**src/rtl/lf_pkg.sv**
```systemverilog
package lf_pkg;
    // Operating gear of the loop filter
    typedef enum logic {
        MODE_ACQ = 1'b0,
        MODE_TRK = 1'b1
    } lf_mode_e;
endpackage

```
**src/rtl/lf_shift.sv**
```systemverilog
// Power-of-two gain: sign-extends a sample and shifts it right arithmetically.
module lf_shift #(
    parameter int IN_W  = 10,
    parameter int OUT_W = 16,
    parameter int SH_W  = 4
) (
    input  logic signed [IN_W-1:0]  val,
    input  logic        [SH_W-1:0]  sh,
    output logic signed [OUT_W-1:0] res
);
    localparam int EXT = OUT_W - IN_W;

    logic signed [OUT_W-1:0] ext;

    assign ext = {{EXT{val[IN_W-1]}}, val};
    assign res = ext >>> sh;
endmodule

```
**src/rtl/lf_sat_add.sv**
```systemverilog
// Add or subtract two wide operands and clamp the result to a narrower signed range.
module lf_sat_add #(
    parameter int AW = 16,
    parameter int OW = 14
) (
    input  logic signed [AW-1:0] a,
    input  logic signed [AW-1:0] b,
    input  logic                 sub,
    output logic        [OW-1:0] y
);
    localparam int PAD = AW - OW + 2;
    localparam logic signed [AW:0] HI = {{PAD{1'b0}}, {(OW-1){1'b1}}};
    localparam logic signed [AW:0] LO = {{PAD{1'b1}}, {(OW-1){1'b0}}};

    logic signed [AW:0] ax, bx, sum;

    always_comb begin
        ax  = {a[AW-1], a};
        bx  = {b[AW-1], b};
        sum = sub ? (ax - bx) : (ax + bx);
        if (sum > HI) begin
            y = HI[OW-1:0];
        end else if (sum < LO) begin
            y = LO[OW-1:0];
        end else begin
            y = sum[OW-1:0];
        end
    end
endmodule

```
**src/rtl/lf_iir_stage.sv**
```systemverilog
// First-order smoothing step: y_next = y + ((x - y) >>> k).
// The result always lies between x and y, so it cannot overflow.
module lf_iir_stage #(
    parameter int W    = 14,
    parameter int SH_W = 4
) (
    input  logic [W-1:0]    x,
    input  logic [W-1:0]    y_q,
    input  logic [SH_W-1:0] k,
    output logic [W-1:0]    y_d
);
    logic signed [W:0] diff, step, acc;

    always_comb begin
        diff = $signed({x[W-1], x}) - $signed({y_q[W-1], y_q});
        step = diff >>> k;
        acc  = $signed({y_q[W-1], y_q}) + step;
        y_d  = acc[W-1:0];
    end
endmodule

```
**src/rtl/gear_loop_filter.sv**
```systemverilog
module gear_loop_filter
    import lf_pkg::*;
#(
    parameter int PE_W  = 10,
    parameter int TW_W  = 14,
    parameter int SH_W  = 4,
    parameter int N_IIR = 4
) (
    input  logic                  clk,
    input  logic                  rst_n,
    input  logic                  ref_en,
    input  logic                  track,
    input  logic [PE_W-1:0]       phase_err,
    input  logic [SH_W-1:0]       acq_kp_sh,
    input  logic [SH_W-1:0]       trk_kp_sh,
    input  logic [SH_W-1:0]       trk_ki_sh,
    input  logic [N_IIR*SH_W-1:0] iir_k,
    output logic [TW_W-1:0]       tune_word
);
    // Width for intermediate sums: tuning-word range plus headroom
    localparam int AW  = TW_W + 2;
    localparam int EXT = AW - TW_W;

    typedef struct packed {
        lf_mode_e                     mode;
        logic [TW_W-1:0]              integ;
        logic [N_IIR-1:0][TW_W-1:0]   iir;
        logic [TW_W-1:0]              out;
    } lf_state_t;

    lf_state_t q, d;

    // Gain terms
    logic signed [AW-1:0] p_acq, p_trk, i_trk;
    // Sign-extended state operands
    logic signed [AW-1:0] integ_x, out_x, integ_trk_x;
    // Saturated results
    logic [TW_W-1:0] acq_out, preload_trk, preload_acq, integ_trk, pi_val;
    logic [N_IIR-1:0][TW_W-1:0] iir_nxt;

    // Observation points for the bound checker
    logic            mode_is_trk;
    logic [TW_W-1:0] integ_obs;

    lf_shift #(.IN_W(PE_W), .OUT_W(AW), .SH_W(SH_W)) u_sh_acq_kp (
        .val(phase_err), .sh(acq_kp_sh), .res(p_acq));
    lf_shift #(.IN_W(PE_W), .OUT_W(AW), .SH_W(SH_W)) u_sh_trk_kp (
        .val(phase_err), .sh(trk_kp_sh), .res(p_trk));
    lf_shift #(.IN_W(PE_W), .OUT_W(AW), .SH_W(SH_W)) u_sh_trk_ki (
        .val(phase_err), .sh(trk_ki_sh), .res(i_trk));

    assign integ_x     = {{EXT{q.integ[TW_W-1]}}, q.integ};
    assign out_x       = {{EXT{q.out[TW_W-1]}}, q.out};
    assign integ_trk_x = {{EXT{integ_trk[TW_W-1]}}, integ_trk};

    // Acquisition output: held integrator plus wide proportional term
    lf_sat_add #(.AW(AW), .OW(TW_W)) u_acq_out (
        .a(integ_x), .b(p_acq), .sub(1'b0), .y(acq_out));
    // Preload on entry to tracking keeps the output continuous
    lf_sat_add #(.AW(AW), .OW(TW_W)) u_pre_trk (
        .a(out_x), .b(p_trk), .sub(1'b1), .y(preload_trk));
    // Preload on return to acquisition
    lf_sat_add #(.AW(AW), .OW(TW_W)) u_pre_acq (
        .a(out_x), .b(p_acq), .sub(1'b1), .y(preload_acq));
    // Tracking integrator
    lf_sat_add #(.AW(AW), .OW(TW_W)) u_integ (
        .a(integ_x), .b(i_trk), .sub(1'b0), .y(integ_trk));
    // Tracking proportional-integral sum
    lf_sat_add #(.AW(AW), .OW(TW_W)) u_pi (
        .a(integ_trk_x), .b(p_trk), .sub(1'b0), .y(pi_val));

    // IIR cascade: each stage reads the previous stage's registered value
    for (genvar g = 0; g < N_IIR; g++) begin : g_iir
        logic [TW_W-1:0] x_in;
        if (g == 0) begin : g_head
            assign x_in = pi_val;
        end else begin : g_tail
            assign x_in = q.iir[g-1];
        end
        lf_iir_stage #(.W(TW_W), .SH_W(SH_W)) u_stage (
            .x  (x_in),
            .y_q(q.iir[g]),
            .k  (iir_k[g*SH_W +: SH_W]),
            .y_d(iir_nxt[g])
        );
    end

    always_comb begin
        d = q;
        if (ref_en) begin
            unique case (q.mode)
                MODE_ACQ: begin
                    if (track) begin
                        d.mode  = MODE_TRK;
                        d.integ = preload_trk;
                        for (int i = 0; i < N_IIR; i++) begin
                            d.iir[i] = q.out;
                        end
                    end else begin
                        d.out = acq_out;
                    end
                end
                MODE_TRK: begin
                    if (!track) begin
                        d.mode  = MODE_ACQ;
                        d.integ = preload_acq;
                    end else begin
                        d.integ = integ_trk;
                        d.iir   = iir_nxt;
                        d.out   = iir_nxt[N_IIR-1];
                    end
                end
                default: d = q;
            endcase
        end
    end

    always_ff @(posedge clk or negedge rst_n) begin
        if (!rst_n) begin
            q <= '0;
        end else begin
            q <= d;
        end
    end

    assign tune_word   = q.out;
    assign mode_is_trk = (q.mode == MODE_TRK);
    assign integ_obs   = q.integ;
endmodule

```
**config.mk**
```make
export PLATFORM = sky130hd
export DESIGN_NAME = gear_loop_filter
export DESIGN_NICKNAME = d
export VERILOG_FILES = /design/src/rtl/lf_pkg.sv /design/src/rtl/lf_shift.sv /design/src/rtl/lf_sat_add.sv /design/src/rtl/lf_iir_stage.sv /design/src/rtl/gear_loop_filter.sv
export SDC_FILE = /design/constraint.sdc
export NUM_CORES = 1
export LEC_CHECK = 0
export ABC_AREA = 1
export CAP_MARGIN = 20
export CORE_MARGIN = 5
export CORE_UTILIZATION = 37
export DETAILED_ROUTE_END_ITERATION = 8
export SLEW_MARGIN = 20
export SYNTH_ARGS = -nofsm -noshare
export SYNTH_HDL_FRONTEND = slang
export SYNTH_HIERARCHICAL = 1
export SYNTH_SLANG_ARGS = --single-unit
```
**constraint.sdc**
```tcl
create_clock -name clk -period 7 [get_ports clk]
set_input_delay 1.4 -clock clk [delete_from_list [all_inputs] [get_ports clk]]
set_output_delay 1.4 -clock clk [all_outputs]
set_load 0.1 [all_outputs]
```
==> run metrics <==
run status=complete, but fails checks; failing checks=setup timing; DRT Pass-1 Iters=6; Seq cells post-synth=85; Critical Path Sink Type=register; Final nets=4,333; Fin Hold WS=between 500 and 600 ps; Final WS setup=-1894 ps; Worst-Margin Slew=between 1000 and 1500 ps; Top FF cell, synth=dfrtp_1; Final min period=approximately 8900 ps; remaining global-route overflow=0; CTS tree=built; fillers=~6,300; Initial Util=around 37%; Area growth syn-to-layout=20.59%; vias=23,998; clk root buf=clkbuf_16; crit path capture=g_iir[1].x_in[12]$_DFFE_PN0P_; post-place instance area=24,380 um2; Worst Clk Skew=between 15 and 20 ps; Slew Limit Fails=0; FF-to-FF Start=integ_obs[0]$_DFFE_PN0P_; number of global-route vias before repair=approximately 23,000; mapped cell area=between 20,000 and 25,000 um2; CP most frequent cell=nand3_2; register area=between 2000 and 2500 um2; pre-CTS setup slack=-2919 ps; Fmax=112.4 MHz; Die X=252.2 um; Setup crit start=trk_ki_sh[0]; CTS buffer count=9; CP Max Fanout=7; I/O pin count=56; r2r endpoint=g_iir[1].x_in[12]$_DFFE_PN0P_; Core Box Area=57,920 um2; Placed Instances=around 4,800; sequential area share after synthesis=under 10%; YS warnings=6; Netlist cell types=47; slowest CP cell=fa_2; total global-route track usage=20.81%; Hold WC Path Type=register to register; Rows=88; share of Yosys cell area claimed by the top area cell type=between 20% and 30%; Max H-tree Level=3; Skew-Pair Late Insertion Delay=approximately 360 ps; most common cell in the netlist=nand2_1; Final Setup Violations=14; Worst EP required=7290 ps; syn_area_per_cell=around 5.6 um2; Rel. slew slack=30.74%; Max-Cap Viols=0; Routed Antenna Nets=0; clock buffer depth=2; IO Port Bufs=55; Setup CP Type=input pin to register; cells after synthesis=about 3,900; TritonCTS Sinks=between 80 and 90; post-route clock period utilization=127.1%; Reg2Reg Depth=57; top cells by count, synth=1,418 x nand2_1, 537 x inv_1, 379 x nand3_1, 242 x nor2_1, 195 x ha_1; final wirelength=~68 mm; Die ar.=63,610 um2; clock slew at reported path FFs=60 ps; Finished Layout Cells=4,853; Residual DRC=0; DR WL/cell=~14 um; Crit path arrival time=slightly above 9000 ps; DR vias/cell=4.945; Worst setup SP type=input pin; Hold Startpoint=q[56]$_DFFE_PN0P_; initial antenna violation count=1; max incr delay on CP=around 360 ps; Ant. Diodes=0; Post-synth EDFFs=0; routability cong.=between 0.9 and 1; layout cells sized above 1=between 10% and 20%; first-pass GRT wire length=112.1 mm; multi-input logic area=about 18,000 um2; initial DRC count=~1,700; RSZ-0062 raised after global routing=true; Post-Layout Inst Area=~26,000 um2; Die Y=~250 um; largest area contributor in the netlist=nand2_1; Async S/R FF share, synth=100.0%; synth top area cells=nand2_1 25%, ha_1 11%, dfrtp_1 9.8%; slack of the worst reg-to-reg path=~90 ps; pin count of the biggest net entering global routing=between 50 and 60; endpoints failing hold=0; DPL Wire Length=around 55 mm
==> sequential cells by signal (all words and copies together) (netlist names) <==
register	cells
q	14
mode_is_trk	1
tune_word	14
integ_obs	14
g_iir.x_in	42
==> cells in the final DEF (no fill, tap or decap), types with 8 or more instances in the layout <==
| master | netlist | layout |
|---|---|---|
| xor2_1 | 122 | 117 |
| a21oi_4 | 0 | 8 |
| dfrtp_1 | 85 | 84 |
| nor2_2 | 25 | 33 |
| a31oi_1 | 36 | 34 |
| nand3_2 | 39 | 77 |
| xnor2_1 | 70 | 67 |
| o21ai_2 | 0 | 10 |
| fa_1 | 13 | 10 |
| o211ai_1 | 16 | 16 |
| ha_1 | 195 | 157 |
| a21oi_2 | 12 | 30 |
| buf_4 | 38 | 241 |
| nor3_1 | 17 | 10 |
| o21ai_0 | 60 | 50 |
| nand3_1 | 379 | 335 |
| o21a_1 | 14 | 14 |
| ha_4 | 0 | 35 |
| nor3_2 | 6 | 13 |
| nand2_2 | 95 | 149 |
| clkbuf_16 | 0 | 9 |
| nor2_1 | 242 | 230 |
| nand4_1 | 24 | 24 |
| o21ai_1 | 30 | 30 |
| clkdlybuf4s50_1 | 0 | 39 |
| o22ai_1 | 11 | 9 |
| buf_6 | 24 | 8 |
| inv_2 | 43 | 53 |
| a21oi_1 | 180 | 154 |
| a22oi_1 | 9 | 8 |
| nor2_4 | 8 | 13 |
| inv_1 | 537 | 524 |
| nand2_1 | 1418 | 1345 |
| or2_1 | 13 | 13 |
| nand2_4 | 9 | 28 |
==> metrics by stage <==
stage          utilization, %  setup TNS (ps)
6_report                45.20          -22360
3_5_place_dp            42.09          -35970
2_1_floorplan               -          -15810
3_3_place_gp            42.09          -35190
5_1_grt                 45.20          -29840
4_1_cts                 43.81          -19890
==> worst max-delay path, delay by kind of cell <==
family | cells | cell delay, ps
AND/OR/NAND/NOR | 45 | 4050
adder cells (fa/ha/maj) | 7 | 1770
buffers and inverters | 11 | 890
AO/OA/AOI/OAI | 6 | 760
XOR/XNOR | 2 | 260
==> per-layer routing <==
metal  part of all wire [%]  track usage, %  vias up
li1                       -               -    12621
met1                     49           29.23    10844
met2                     46           35.56      454
met3                    3.8           1.482       77
met4                    1.8           3.722        2
met5                  0.019               0        -
==> cells by family after synthesis <==
group                      share of synthesized area, %
and+or+nand+nor                                   45.59
buffers and inverters                             14.10
AOI/OAI and AO/OA                                 10.15
adders and majority gates                         12.44
xor gates and xnor gates                          7.747
DFF                                               9.799
muxes                                            0.1383
other                                           0.03460
==> worst min-delay path by stage <==
| stage | to | slack, ps | depth (start not counted) |
|---|---|---|---|
| floorplan | q[63]$_DFFE_PN0P_ | 480 | 2 |
| global placement | q[56]$_DFFE_PN0P_ | 520 | 2 |
| detailed placement | q[56]$_DFFE_PN0P_ | 520 | 2 |
| CTS | q[56]$_DFFE_PN0P_ | 540 | 2 |
| global route | q[56]$_DFFE_PN0P_ | 570 | 2 |
| finish | q[56]$_DFFE_PN0P_ | 540 | 2 |
==> final cells by class <==
class / instances / area share (%)
multi-input cells: 3087 / 68.88
repair buffers: 307 / 9.545
inverters: 591 / 8.666
flip-flops and latches: 85 / 8.130
well taps: 765 / 3.656
clock buffers: 10 / 0.8747
clock inverters: 6 / 0.1768
repair inverters: 2 / 0.06692
==> repair_timing <==
item,in CTS,in global routing
endpoints found under the setup margin,14,14
gates resized for setup,156,159
pin swaps,88,96
hold buffers,0,0
gates cloned,9,0
buffers inserted,11,13
Power is not shown: default switching activity piles up to over one toggle a cycle in this logic, so the estimate is an artifact.
